### src/rtl/coherent_tick_counter.sv
module coherent_tick_counter #(
  parameter int DW   = 8,
  parameter int PSW  = 3,
  parameter int SYNC = 2
) (
  input  logic          clk,
  input  logic          rst_n,
  input  logic [1:0]    addr,
  input  logic          wr_en,
  input  logic [DW-1:0] wr_data,
  input  logic          rd_en,
  output logic [DW-1:0] rd_data,
  input  logic          ext_clk,
  input  logic          fixed_en
);
  localparam int CW = 2 * DW;
  localparam int PW = (1 << PSW) - 1;
  localparam logic [1:0] A_CTRL = 2'd0;
  localparam logic [1:0] A_HI   = 2'd1;
  localparam logic [1:0] A_LO   = 2'd2;

  logic [DW-1:0]  ctrl;
  logic [CW-1:0]  cnt, hold, view;
  logic           latched, first_hi;
  logic [PW-1:0]  pre, mask;
  logic [SYNC:0]  ext_sr;
  logic           src_tick;

  wire [1:0]     sel      = ctrl[PSW+1:PSW];
  wire [PSW-1:0] ps       = ctrl[PSW-1:0];
  wire           ctrl_wr  = wr_en && (addr == A_CTRL);
  wire           cnt_wr   = wr_en && (addr == A_HI || addr == A_LO);
  wire           cnt_rd   = rd_en && (addr == A_HI || addr == A_LO);
  wire           ext_tick = ext_sr[SYNC-1] & ~ext_sr[SYNC];
  wire           div_tick = src_tick && ((pre & mask) == mask);

  always_comb begin
    for (int i = 0; i < PW; i++) mask[i] = (i < int'(ps));
  end

  always_comb begin
    case (sel)
      2'b01:   src_tick = 1'b1;
      2'b10:   src_tick = fixed_en;
      2'b11:   src_tick = ext_tick;
      default: src_tick = 1'b0;
    endcase
  end

  always_ff @(posedge clk or negedge rst_n) begin
    if (!rst_n) ext_sr <= '0;
    else        ext_sr <= {ext_sr[SYNC-1:0], ext_clk};
  end

  always_ff @(posedge clk or negedge rst_n) begin
    if (!rst_n)       ctrl <= '0;
    else if (ctrl_wr) ctrl <= wr_data;
  end

  always_ff @(posedge clk or negedge rst_n) begin
    if (!rst_n) begin
      pre <= '0;
      cnt <= '0;
    end else if (cnt_wr) begin
      pre <= '0;
      cnt <= '0;
    end else begin
      if (src_tick) pre <= pre + PW'(1);
      if (div_tick) cnt <= cnt + CW'(1);
    end
  end

  always_ff @(posedge clk or negedge rst_n) begin
    if (!rst_n) begin
      latched  <= 1'b0;
      first_hi <= 1'b0;
      hold     <= '0;
    end else if (ctrl_wr || cnt_wr) begin
      latched  <= 1'b0;
    end else if (cnt_rd) begin
      if (!latched) begin
        latched  <= 1'b1;
        first_hi <= (addr == A_HI);
        hold     <= cnt;
      end else if ((addr == A_HI) != first_hi) begin
        latched  <= 1'b0;
      end
    end
  end

  assign view = latched ? hold : cnt;

  always_comb begin
    case (addr)
      A_CTRL:  rd_data = ctrl;
      A_HI:    rd_data = view[CW-1:DW];
      A_LO:    rd_data = view[DW-1:0];
      default: rd_data = '0;
    endcase
  end
endmodule

### config.mk
export PLATFORM = sky130hd
export DESIGN_NAME = coherent_tick_counter
export DESIGN_NICKNAME = d
export VERILOG_FILES = /design/src/rtl/coherent_tick_counter.sv
export SDC_FILE = /design/constraint.sdc
export NUM_CORES = 1
export LEC_CHECK = 0
export CAP_MARGIN = 40
export CORE_ASPECT_RATIO = 0.7
export CORE_MARGIN = 2
export CORE_UTILIZATION = 23
export CTS_CLUSTER_DIAMETER = 200
export CTS_CLUSTER_SIZE = 10
export DETAILED_ROUTE_END_ITERATION = 16
export DONT_BUFFER_PORTS = 1
export PLACE_DENSITY = 0.36
export SKIP_LAST_GASP = 1
export SLEW_MARGIN = 10
export SYNTH_ARGS = -nofsm -noshare
export SYNTH_HDL_FRONTEND = slang
export SYNTH_SLANG_ARGS = --single-unit
### constraint.sdc
create_clock -name clk -period 3.4 [get_ports clk]
set_input_delay 0.68 -clock clk [delete_from_list [all_inputs] [get_ports clk]]
set_output_delay 0.68 -clock clk [all_outputs]
set_load 0.02 [all_outputs]
# Yosys cells after proc, flatten, opt, wreduce, memory -nomap -nowiden
# Cells that the tools add are included.
classes:
  order_cmp: 7
  n_eq_ne: 7
  n_addsub: 2
  n_reduce_logical: 12
  n_bitwise: 5
  mux: 11
op_table:
  columns: ["op", "n"]
  rows:
  - ["two-way mux 16 bit", 3]
  - ["one-hot mux 8 bit (3 select lines)", 1]
  - ["adder 16 x 1 -> 16 bit, second input constant", 1]
  - ["two-way mux 7 bit", 2]
  - ["less-than comparator 3 bit, first input constant", 3]
  - ["adder 7 x 1 -> 7 bit, second input constant", 1]
  - ["AND 7 bit", 1]
  - ["== test 7 bit", 1]
  - ["== test 2 bit, second input constant", 3]
  - ["less-than comparator 1 x 3 -> 1 bit, first input constant", 2]
  - ["less-than comparator 2 x 3 -> 1 bit, first input constant", 2]
  - ["nonzero test 2 bit", 3]
  - ["== test 2 x 1 -> 1 bit, second input constant", 2]
  - ["logical AND 1 bit", 4]
  - ["two-way mux 1 bit", 4]
  - ["inverter 1 bit", 3]
  - ["one-hot mux 1 bit (3 select lines)", 1]
  - ["AND reduction 3 bit", 1]
  - ["logical NOT 2 bit", 1]
  - ["logical OR 1 bit", 2]
  - ["AND reduction 2 bit", 1]
  - ["AND 1 bit", 1]
  - ["!= test 1 bit", 1]
word_totals:
  output_inout_bits: 8
  reg_bits: 52
  word_cells: 51

# Longest topological paths before layout
# Gate-level depths: netlist of run 1.
logic_depth:
  depth_word: 6
  ltp_mapped: 7
  depth_no_buf: 6

# Worst setup path before layout of run 1
# No wires, ideal clock.
synth_timing:
  path_type: "input port to flip-flop"
  start: "in addr[0]"
  end: "reg first_hi"
  n_path_buf: 1
  cell_stages: 6
  required_ns: 3.275
  t_arrival_ns: 2.460
  setup_time_ns: 0.125
  path_slack_ns: 0.815
  cell_sequence: "inv_1 -> ha_1 -> nand2_1 -> nor3_1 -> clkbuf_1 -> mux2_2"
synth_via:
  elab_chain_len: 6
synth_lines:
  columns: ["element", "line_no", "rtl"]
  rows:
  - ["from (decl)", "8", "input logic [1:0] addr,"]
  - ["== test 2 x 1 -> 1 bit / == test 2 bit (equally long branches)", "32, 33, 83", null]
  - ["logical OR 1 bit", "32, 33", null]
  - ["logical AND 1 bit", "32", "wire cnt_wr = wr_en && (addr == A_HI || addr == A_LO);"]
  - ["logical OR 1 bit", "78", "end else if (ctrl_wr || cnt_wr) begin"]
  - ["inverter 1 bit (no line)", null, null]
  - ["AND reduction 3 bit (no line)", null, null]
  - ["to (signal assigned)", "83", "first_hi <= (addr == A_HI);"]
  - ["to (decl)", "24", "logic latched, first_hi;"]
# Several ways; a longest one is shown, not always the timed one.
# A chain may end at the register's enable or synchronous reset.

# Final worst setup path of run 1
layout_timing:
  start: "reg latched"
  end: "out rd_data[7]"
layout_via:
  elab_chain_len: 2
layout_lines:
  columns: ["element", "line_no", "rtl"]
  rows:
  - ["from (decl)", "24", null]
  - ["from (signal assigned)", "75", "latched <= 1'b0;"]
  - ["from (signal assigned)", "79", "latched <= 1'b0;"]
  - ["from (signal assigned)", "82", "latched <= 1'b1;"]
  - ["two-way mux 16 bit", "91", "assign view = latched ? hold : cnt;"]
  - ["one-hot mux 8 bit (3 select lines)", "94", "case (addr)"]
  - ["to (decl)", "12", "output logic [DW-1:0] rd_data,"]
# Every way passes these cells.

==> summary.md, run 1 <==
Traced cell by cell, the critical path runs through mux2_2, a222oi_1, nor2_1. The number of filler cells placed in the layout was 1255; the area share of fa/ha/maj cells after synthesis was 2.740%. For this run, design rule violations remaining after detail routing come to 0. The area occupied by registers was 0.001301 mm2; the height of the chip was 95.32 um. Setup violations remaining at the end of the flow were counted as 0.

Of the total synthesized cell area, the portion taken by AND, OR, NAND and NOR gates is 14.70%. The switching part of the total power is 28.93%. Summed over all nets, the half-perimeter wirelength after detailed placement is 4920 um. By area, the combinational part of the netlist is dominated by multiplexers. The final routed wirelength across all metal layers came out at 6853 um. STA classifies the critical path endpoint as an output port. Of the total synthesized cell area, the portion taken by XOR and XNOR cells is 2.237%. Gates resized during post-CTS repair numbered 0. The net count of the finished layout is 263. In the final layout, the multi-input gates occupy 0.001369 mm2. Biggest area consumer among synthesized cells: dfrtp_1. The endpoint of the worst register-to-register path is cnt[15]. In this run the tightest slew margin relative to its limit is 52.15%. Yosys mapped a number of flops with a built-in enable equal to 0. The layout overhead on the synthesized area is 12.51%.

Detailed routing inserted a total of 1882 vias. After the first detailed-routing iteration, the DRC count stood at 111. For the starting density of the core, the log shows 23.53%. Power share of the clock group: 36.6%. IR analysis of the VDD net gives a maximum drop of 0.2207 mV. Synthesized area per cell: 11.18 um2. The number of H-tree levels came out at 2. The critical path is of the reg -> out type. In this design, the stage delay of the slowest critical-path cell is 810 ps. For the final estimated routing congestion in global placement, the log shows 0.7099. The first global-routing pass estimated 11020 um of wire.

Multiplexer share of the synthesized area: 17.95%. The run finished with clean final reports. The setup TNS was 0 ps; the Yosys warning count was 0. The data required time of the worst path came out at 2720 ps.

The worst reg2reg path depth was 5. The startpoint identified for the worst register-to-register timing path is ctrl[2]. For the maximum number of buffers from clock root to sink, the log shows 2. The worst setup path is launched from a register. Yosys instantiated no cell more often than dfrtp_1. Of all nets on the critical path, the largest fanout is 18. TritonCTS built the clock tree.

The slowest stage of the critical path belongs to the cell dfrtp_1. The run gives 5.330 ps as the setup skew after layout. The most used flip-flop cell after synthesis is dfrtp_1. By area the synthesized netlist is led by dfrtp_1 47%, mux2_2 17%, o31ai_1 3.0%.

The per-cell routed wire length was 17.18 um. The area share of the leading cell type in the synthesized netlist works out to 47.49%. Counting flops with an async set or reset pin after synthesis yields a share of 100.0%.

The tools report the total die area as 0.01282 mm2. The via count of the first global-routing pass is 1881, and the finished layout cell area is 0.003083 mm2. For this design the ratio of total power to cell area is 517.8 mW/mm2. Setup repair after global routing left no endpoint under its margin. Timing would allow up to 0.3577 GHz.

In this run the post-CTS setup repair buffer count came out at 0. For the global-route congestion overflow total, the log shows 0. The detail route stage leaves a number of antenna-violating nets equal to 0. The area of the core region is 0.01164 mm2, and the routed via count divided by cell count is 4.717. The run gives 0 as the final-report max-slew violation count.

The kind of cell with the highest combined delay on the critical path was flip-flops. 0 antenna diodes ended up in the layout. The placed instances occupy a cell area of 0.002915 mm2.

Across all register-to-register paths, the minimum setup slack is 1050 ps. The tree built by TritonCTS fans out to 52 sinks. The clock period could shrink to 2796 ps. The tool flagged a number of max-cap violations equal to 0. By count the netlist is led by 52 x dfrtp_1, 41 x mux2_2, 16 x a21oi_1. The clock network latency to the later pin of the worst-skew pair is 290 ps, and the number of antenna violations at the first check in global routing is 1. Row generation in the floorplan step produced 33 rows. After synthesis the cells add up to 0.002740 mm2. Slew at the pin closest to its max-slew limit: 717.7 ps. The synthesized netlist devotes 12.15% of its cell area to compound gates. In this run the worst hold path is classified as in -> async. The count of distinct cell types in the synthesized netlist was 33; the I/O pin count was 24. For this design, the CTS-stage hold fixing added 0 buffers.

For this design the total switching power over the nets is 461.8 uW. The final period utilization was 82.22%. After synthesis the netlist holds a flip-flop and latch count of 52. Data arrives at the worst endpoint at 2120 ps. The number of buffers and inverters on the critical path is 0, and the part of the Yosys area used for sequential elements is 47.49%. The part of the power in combinational logic came out at 15.2%. The internal power of the cells came out at 1.135 mW. The run gives 53 as the largest net degree at the start of global routing.

For this run, the total global-route usage over all layers was measured as 11.42%. The tools report the final hold violation count as 0. The clock root buffer is clkbuf_16.

In this run the horizontal extent of the chip is 134.5 um. After clock tree synthesis, the clock-pin slew on the worst setup and hold paths is 70 ps. The run gives 1.292 nW as the reported leakage power. When the netlist entered floorplanning its net count stood at 267. Cells with a size suffix above 1 make up 24.38% of the layout. The count of input and output buffers works out to 0.

Synthesis handed over a netlist of 245 instances. The first TritonRoute pass finished after 5 iterations. Sequential cells account for 48.2% of the total power.

Clock buffer count from CTS: 5.
## registers in the layout, indices dropped and copies added, names as in the netlist
name      cells
cnt          16
hold         16
ctrl          8
pre           7
ext_sr        3
first_hi      1
latched       1
## cell usage in the layout, fill, tap and decap left out, drive strengths merged
cell	Yosys	final
ha	6	6
buf	2	4
o21a	4	4
bufinv	0	1
o21ai	3	3
nand4	5	5
a31oi	1	1
a21oi	17	17
or4	11	11
and3	3	3
a21boi	2	2
nor3b	1	1
or3	2	2
and2	1	1
clkbuf	13	5
xor2	6	6
nor2	15	15
clkinvlp	0	1
or4b	1	1
nand2b	6	6
or3b	1	1
inv	3	3
nor3	1	1
xnor2	1	1
and4	2	2
dfrtp	52	52
mux2i	3	3
nand3	7	7
mux2	41	41
o31ai	11	11
nor4	2	2
nand2	14	14
clkinv	0	1
a222oi	8	8
## metal layers
metal  up-vias  track usage [%]  share of wire [%]  wire length, um
met3         5            3.562                5.6              385
met1       931            18.15                 57             3894
met5         -                0                  0                0
li1        907                -                  -                -
met4         0            2.193               0.51               35
met2        39            14.67                 37             2537
## cell families (layout without fill, tap and decap cells)
group,Yosys count,in the layout
compound gates,46,46
xor+xnor,7,7
fa+ha+maj,6,6
buf+inv,18,15
flops,52,52
mux,44,44
simple gates,72,72
## layout make-up
class	count	share of cell area, %
Multi-Input combinational cell	175	44.40
Sequential cell	52	42.21
Tap cell	157	6.372
Clock buffer	5	4.058
Clock inverter	3	1.380
Timing Repair Buffer	4	1.218
Inverter	3	0.3653
## worst max path at each step
stage                     startpoint          to  slack (ps)  cells past startpoint
final                        latched  rd_data[7]         600                      3
after floorplan              addr[0]    first_hi         810                      6
after global routing         latched  rd_data[7]         460                      3
after global placement      fixed_en     cnt[13]         920                      5
after detailed placement    fixed_en     cnt[15]         890                      5
after CTS                    latched  rd_data[7]         600                      3
## power groups by stage
stage,Clock (mW),Sequential [mW],Combinational (mW)
after floorplan,0,0.736,0.224
after global placement,0,0.784,0.239
after detailed placement,0,0.781,0.244
after CTS,0.604,0.770,0.245
after global routing,0.629,0.784,0.274
final,0.584,0.769,0.243
## per-stage QoR
step	hold WS [ps]	setup slack [ps]	utilization (%)	cells	power [mW]
after floorplan	331.2	814.8	-	245	0.9593
after global placement	344.4	916.8	24.91	390	1.023
after detailed placement	344.2	891.1	25.04	391	1.025
after CTS	68.91	595.5	26.48	399	1.618
after global routing	58.17	457.7	26.48	399	1.688
final	72.92	604.4	26.48	399	1.596
No activity file was read; power rests on OpenSTA's default activity.
==> run 2, diff against run 1 <==
PLACE_DENSITY = 0.37   (was 0.36)
clock period = 2.28 ns   (was 3.4 ns; I/O delays follow)
==> run 2 against run 1 <==
- the run now ends with setup timing left
- first-iteration DRC count is 71% higher
- wire length is 6.8% higher
- sequential power is 44% higher
- critical path type unchanged
- clock power is 35% higher
- die area stayed put
- via count is 4.5% higher
- highest routed layer unchanged
- core utilization is 1.2 points higher
- combinational power is 110% higher
- register-to-register slack worse by 960 ps
- sequential share of layout area is 1.8 points lower
- flip-flop and latch count stayed put
- critical path depth is 1 higher
==> summary.md, run 2 (synthesis results as in run 1) <==
The worst slack at placement is 135.3 ps (-755.8 ps), and the slew at the pin closest to its max-slew limit is 492.2 ps (-225.5 ps). The floorplan row count came out at 33 (unchanged). The power density normalized to cell area is 750.2 mW/mm2 (+45%), and the clock-pin slew of the registers on the worst-case setup and hold paths is 70 ps (about the same). Clock root buffer: clkbuf_16. The number of buffers and inverters on the critical path works out to 1 (+1). The per-cell routed wire length is 17.68 um (+2.9%). The run gives 0 (unchanged) as the antenna cell count. STA classifies the critical path startpoint as a register. The setup TNS is -0.7337 ps (-0.7337 ps), and the fraction of layout instances using a drive strength above 1 is 30.74% (+6.4 points). The global-route congestion overflow total is 0 (unchanged), and the setup skew after layout is 11.45 ps (+6.115 ps).

STA classifies the critical path endpoint as an output port. In this run the worst hold path is classified as in -> async. The worst-path maximum fanout is 7 (-11), and the final core area utilization is 27.67% (+1.2 points). The via count of the routed design came out at 1966 (+4.5%). In this design, the largest share of critical-path delay is due to compound AO/OA/AOI/OAI gates. The tools report the data required time of the worst path as 1820 ps (-900 ps). The I/O pin count is 24 (unchanged), and the number of nets in the layout is 278 (+5.7%). The library cell used most frequently in the layout, excluding fill and tap cells, is dfrtp_1.

The multi-input combinational cell area is 0.001393 mm2 (+1.7%), and the reported leakage power is 1.367 nW (+5.9%). The tools report the setup slack of the most critical reg-to-reg path as 90 ps (-960 ps). The final routed wirelength across all metal layers came out at 7319 um (+6.8%). The number of antenna violations at the first check in global routing is 0 (-1), and the number of filler cells placed in the layout is 1252 (-0.24%). The residual DRC count was 0 (unchanged); the die boundary width was 134.5 um (unchanged).

The total of endpoints with negative setup slack in the final report is 1 (+1), and the final hold violation count is 0 (unchanged). Setup repair after global routing could not meet its margin everywhere. The area occupied by registers came out at 0.001301 mm2 (unchanged). The total iterations of the first detailed-routing run was 6 (+1); the minimum period implied by the final worst setup slack was 2281 ps. The logs give 52 (unchanged) for the CTS sink count and 23.53% (unchanged) for the starting density of the core.

The delay contributed by the slowest stage of the critical path was 480 ps (-330 ps); the count of input and output buffers was 0 (unchanged). The tools report the normalized max-slew margin as 67.18% (+15 points). The run gives 0.01282 mm2 (unchanged) as the total die area. The checks that failed: setup timing.

The clock network latency to the later pin of the worst-skew pair was 300 ps (about the same); the routed via count divided by cell count was 4.749 (+0.68%). Leaving out fill and tap cells, the most frequent cells in the layout are 52 x dfrtp_1, 39 x mux2_2, 16 x a21oi_1, 16 x buf_4, 14 x nand2_1. The logs give 2 (unchanged) for the maximum number of buffers from clock root to sink and 0 (unchanged) for the max-cap violation count.

For this run, the top clock speed supported by timing is 0.4385 GHz. TritonCTS built the clock tree. The worst path setup slack after routing was -0.7337 ps (-605.1 ps); the clock buffer count from CTS was 5 (unchanged). Walking the worst path, the cells encountered are buf_6, mux2_4, a222oi_1, nor2_2. The run gives 0 (unchanged) as the number of antenna-violating nets in the routed design. The run gives 190 (+71%) as the DRC violation total after the first TritonRoute iteration.

The largest registers in the layout are cnt (16), hold (16), ctrl (8). For the area of the core region, the log shows 0.01164 mm2 (unchanged). The slowest library cell on the worst path is a222oi_1.

Via count of the first global-routing pass: 1960 (+4.2%). The worst-case vdd ir drop was 0.2910 mV (+32%); the aggregate global-route resource usage was 12.19% (+0.78 points). The arrival time of the worst setup path was 1820 ps (-300 ps).

The final period utilization was 100.0%; the layout overhead on the synthesized area was 17.58%. The first-pass GRT wire length was 11760 um (+6.8%). The final estimated routing congestion in global placement is 0.7251 (+2.1%). The flow ran to the end, but the final reports show violations. The largest net degree at the start of global routing was 53 (unchanged); the total half-perimeter wirelength after legalization and detailed placement was 5128 um (+4.2%). The worst hold slack came out at 21.40 ps (-51.52 ps). For the number of H-tree levels, the log shows 2 (unchanged).

The final-report max-slew violation count came out at 0 (unchanged). The critical path class is reg -> out. The height of the chip is 95.32 um (unchanged).
==> run 2: cell types whose count changed in the layout (fill, tap and decap cells not counted), sizes merged <==
cell	previous run	this run
inv	3	5
clkinv	1	0
buf	4	19
bufinv	1	0
==> run 2: worst paths after layout <==
| check | startpoint | end | depth (start not counted) |
|---|---|---|---|
| setup / recovery | latched | rd_data[3] | 4 |
| hold / removal | rst_n | cnt[1] | 1 |
| setup reg to reg | ctrl[3] | cnt[11] | 5 |
| hold reg to reg | ext_sr[0] | ext_sr[1] | 0 |
| max in group asynchronous | rst_n | hold[9] | 1 |
| min in group clk | ext_clk | ext_sr[0] | 0 |
==> run 2: worst reg2reg max path: cells and delay by family, from the launching register on <==
kind	cells	cell delay, ps
AOI/OAI and AO/OA	3	390
DFF	1	500
and+or+nand+nor	2	1220
==> run 2: metal layers <==
layer  part of all wire (%)  track usage (%)  routed length [um]  vias up
met1                     58            20.03                4259      983
met3                    5.2            3.934                 381        5
li1                       -                -                   -      945
met5                      0                0                   0        -
met4                   0.37            1.842                  27        0
met2                     36            14.97                2650       33
==> run 2: through the flow <==
step | power [mW] | area [um2] | std cells
finish | 2.417 | 3222 | 414
global route | 2.570 | 3222 | 414
CTS | 2.434 | 3171 | 411
detailed placement | 1.599 | 2990 | 402
global placement | 1.594 | 2990 | 402
floorplan | 1.432 | 2745 | 245
==> run 2: final cells by class <==
cell class	count	area share, %
tap	157	6.097
multi-input combinational	175	43.22
timing repair buffer	19	5.282
sequential	52	40.39
clock inverter	3	0.7767
clock buffer	5	3.883
inverter	3	0.3495
==> run 2: what timing repair did <==
action,in CTS,in global routing
setup buffers,0,3
setup endpoints to repair,1,9
resized for setup,1,8
hold endpoints to repair,52,0
pin swaps,0,5
hold buffers,1,0
==> run 2: power by group <==
part / switching [mW] / total [mW] / internal, mW
clock network: 0.374 / 0.790 / 0.416
logic: 0.279 / 0.513 / 0.235
registers: 0.106 / 1.11 / 1.01
==> run 3, diff against run 2 <==
CORE_UTILIZATION = 55   (was 23)
PLACE_DENSITY = 0.73   (was 0.37)
==> run 3 against run 2 <==
- core utilization grew 35 points
- final area shrank 7.6%
- setup slack gained 110 ps
- wire length shrank 20%
- the run ends with hold timing left
- cell count shrank 23%
- clock power shrank 32%
- critical path depth grew 1
- largest power group unchanged
- worst hold slack lost 22 ps
==> summary.md, run 3 (synthesis results as in run 1) <==
The aggregate global-route resource usage came out at 22.40% (+10 points). For the number of antenna violations at the first check in global routing, the log shows 0 (unchanged). The maximum achievable frequency was 0.4606 GHz (+5.1%). The clock buffer count from CTS came out at 5 (unchanged).

The most used routing layer in global routing is met1. The fraction of layout instances using a drive strength above 1 is 26.10% (-4.6 points). For the final routed wirelength across all metal layers, the log shows 5831 um (-20%).

The run gives 0.002977 mm2 (-7.6%) as the finished layout cell area. The worst setup path is captured at a register. The tools report the first-pass GRT wire length as 9715 um (-17%).

For the final core area utilization, the log shows 62.24% (+35 points). The logs give 171 (-10%) for the DRC violation total after the first TritonRoute iteration and 1.301 nW (-4.8%) for the reported leakage power. For the final estimated routing congestion in global placement, the log shows 0.8507 (+17%). Setup repair after global routing could not meet its margin everywhere. In this run the critical register-to-register path is captured at cnt[11]. Antenna cell count: 0 (unchanged).

The flow ran to the end, but the final reports show violations. The routed via count divided by cell count is 6.248 (+32%), and the final hold violation count is 4 (+4). The class of the tightest hold or removal check is in -> async. The total of endpoints with negative setup slack in the final report was 0 (-1); the count of placed standard cells including taps was 309 (-23%).

The count of instances resized after the clock tree is built was 0 (-1). The worst setup path is of the reg -> reg kind. The run gives 4.587% (+0.65 points) as the met3 layer usage reported by global route. The slew at the pin closest to its max-slew limit was 430.6 ps (-61.61 ps). The met2 usage was 32.61% (+18 points). The signal on the critical path passes through nand2_1, o21a_1, or4b_4, or4_1, a21oi_1.

The largest individual stage delay along the critical path comes from the cell or4b_4. Maximum number of buffers from clock root to sink: 2 (unchanged). The most frequent standard cell in the layout excluding fill and tap cells is dfrtp_1. The run gives 0 (unchanged) as the max-cap violation count. For the sequential fraction of design power, the log shows 52.5% (+6.4 points). The total iterations of the first detailed-routing run was 7 (+1); the final period utilization was 95.22% (-4.8 points). The tools report the global-route congestion overflow total as 0 (unchanged).

The tools report the number of filler cells placed in the layout as 380 (-70%). The starting density of the core came out at 57.30% (+34 points). The tools report the clock root buffer as clkbuf_8. The run gives 24 (unchanged) as the I/O pin count.

The number of buffers and inverters on the critical path works out to 0 (-1). The worst setup path is launched from a register. Worst-path maximum fanout: 30 (+23). The number of H-tree levels was 2 (unchanged). The largest registers in the layout are cnt (16), hold (16), ctrl (8). Delay contributed by the slowest stage of the critical path: 680 ps (+200 ps). The layout overhead on the synthesized area works out to 8.630%. The switching part of the total power was 30.70% (-0.72 points); the setup slack of the most critical reg-to-reg path was 110 ps (+20 ps). The non-filler instance count after layout came out at 318 (-23%).

TritonCTS built the clock tree. Height of the chip: 63.06 um (-34%). For the clock network latency to the later pin of the worst-skew pair, the log shows 300 ps (about the same). The die boundary width works out to 88.37 um (-34%). The arrival time of the worst setup path was 2400 ps (+580 ps); the total half-perimeter wirelength after legalization and detailed placement was 4128 um (-20%). The tools report the worst-case vdd ir drop as 0.4198 mV (+44%). Leaving out fill and tap cells, the most frequent cells in the layout are 52 x dfrtp_1, 41 x mux2_2, 16 x a21oi_1, 15 x nor2_1, 14 x nand2_1.

The clock-pin slew of the registers on the worst-case setup and hold paths is 90 ps (+20 ps), and the floorplan row count is 21 (-36%). The minimum period implied by the final worst setup slack was 2171 ps (-109.6 ps). The run gives 0.004782 mm2 (-59%) as the area of the core region.

Switching power: 646.6 uW (-15%). The launching point of the worst reg2reg path is pre[1]. The final reports fail on hold timing.

The count of input and output buffers came out at 0 (unchanged). The part of the power in combinational logic was 21.8% (+0.6 points). The number of buffers inserted to repair setup after CTS is 0 (unchanged), and the CTS sink count is 52 (unchanged).

The power share of the clock group came out at 25.7% (-7.0 points). The setup skew after layout came out at 5.877 ps (-5.569 ps). The internal power of the cells came out at 1.460 mW (-12%).

The power density normalized to cell area works out to 707.6 mW/mm2 (-5.7%). Kind of cell with the highest combined delay on the critical path: simple AND/OR/NAND/NOR gates. The logs give 71.03% (+3.8 points) for the normalized max-slew margin and 0 ps (+0.7337 ps) for the setup TNS.

The number of nets in the layout is 270 (-2.9%). The final-report max-slew violation count was 0 (unchanged). The per-cell routed wire length works out to 18.34 um (+3.7%).

The logs give 1987 (+1.1%) for the via count of the routed design and -0.8289 ps (-22.23 ps) for the worst hold slack. The logic depth of the worst path, buffers included is 5 (+1). The run gives 2510 ps (+690 ps) as the data required time of the worst path. The total placed instance area is 0.002855 mm2 (-4.5%), and the residual DRC count is 0 (unchanged). The total die area is 0.005572 mm2 (-57%), and the largest net degree at the start of global routing is 53 (unchanged). The worst reg2reg path depth is 5 (unchanged), and the via count of the first global-routing pass is 1929 (-1.6%). The met1 usage in global routing is 34.22% (+14 points), and the number of antenna-violating nets in the routed design is 0 (unchanged).
## run 3: cell count changes in the layout (fill, tap and decap cells not counted), sizes merged
cell	change
buf	-8
clkbuf	+2
inv	-2
## run 3: through the flow
step                setup slack, ps  total power [mW]
finish                        108.9             2.106
global route                 -4.687             2.220
CTS                           131.4             2.111
detailed placement            165.3             1.553
global placement              191.3             1.538
floorplan                     80.39             1.432
## run 3: timing repair
action | in CTS | in global routing
hold endpoints to repair | 52 | 0
hold buffers | 1 | 0
endpoints found under the setup margin | 0 | 2
## run 3: power groups by stage
stage          logic (mW)  registers (mW)  clock network [mW]
6_report            0.459            1.11               0.541
5_1_grt             0.502            1.12               0.598
4_1_cts             0.457            1.10               0.551
3_5_place_dp        0.432            1.12                   0
3_3_place_gp        0.420            1.12                   0
2_1_floorplan       0.335            1.10                   0
## run 3: worst reg2reg max path, stage by stage (launching register included)
cell and delay (ps):
dfrtp_1 420, nand2_1 100, o21a_1 190, or4b_4 680, or4_1 550, a21oi_1 160
## run 3: final cells by class
type                    instances  area [um2]  area share [%]
inverters                       3       11.26          0.3783
well taps                      69       86.33           2.900
multi-input cells             175        1369           45.99
flip-flops and latches         52        1301           43.72
clock inverters                 1       7.507          0.2522
repair buffers                 11       115.1           3.867
clock buffers                   7       86.33           2.900
## run 3: worst max-delay path by stage
stage | to | start | slack [ps]
floorplan | rd_data[3] | latched | 80
global placement | cnt[11] | pre[1] | 190
detailed placement | cnt[11] | pre[2] | 170
CTS | rd_data[7] | latched | 130
global route | cnt[8] | pre[1] | -5
finish | cnt[11] | pre[1] | 110
## run 3: metal layers
layer	share of wire, %	wire length, um
met2	44	2572
met1	50	2934
met3	4.6	267
met5	0	0
met4	0.96	56
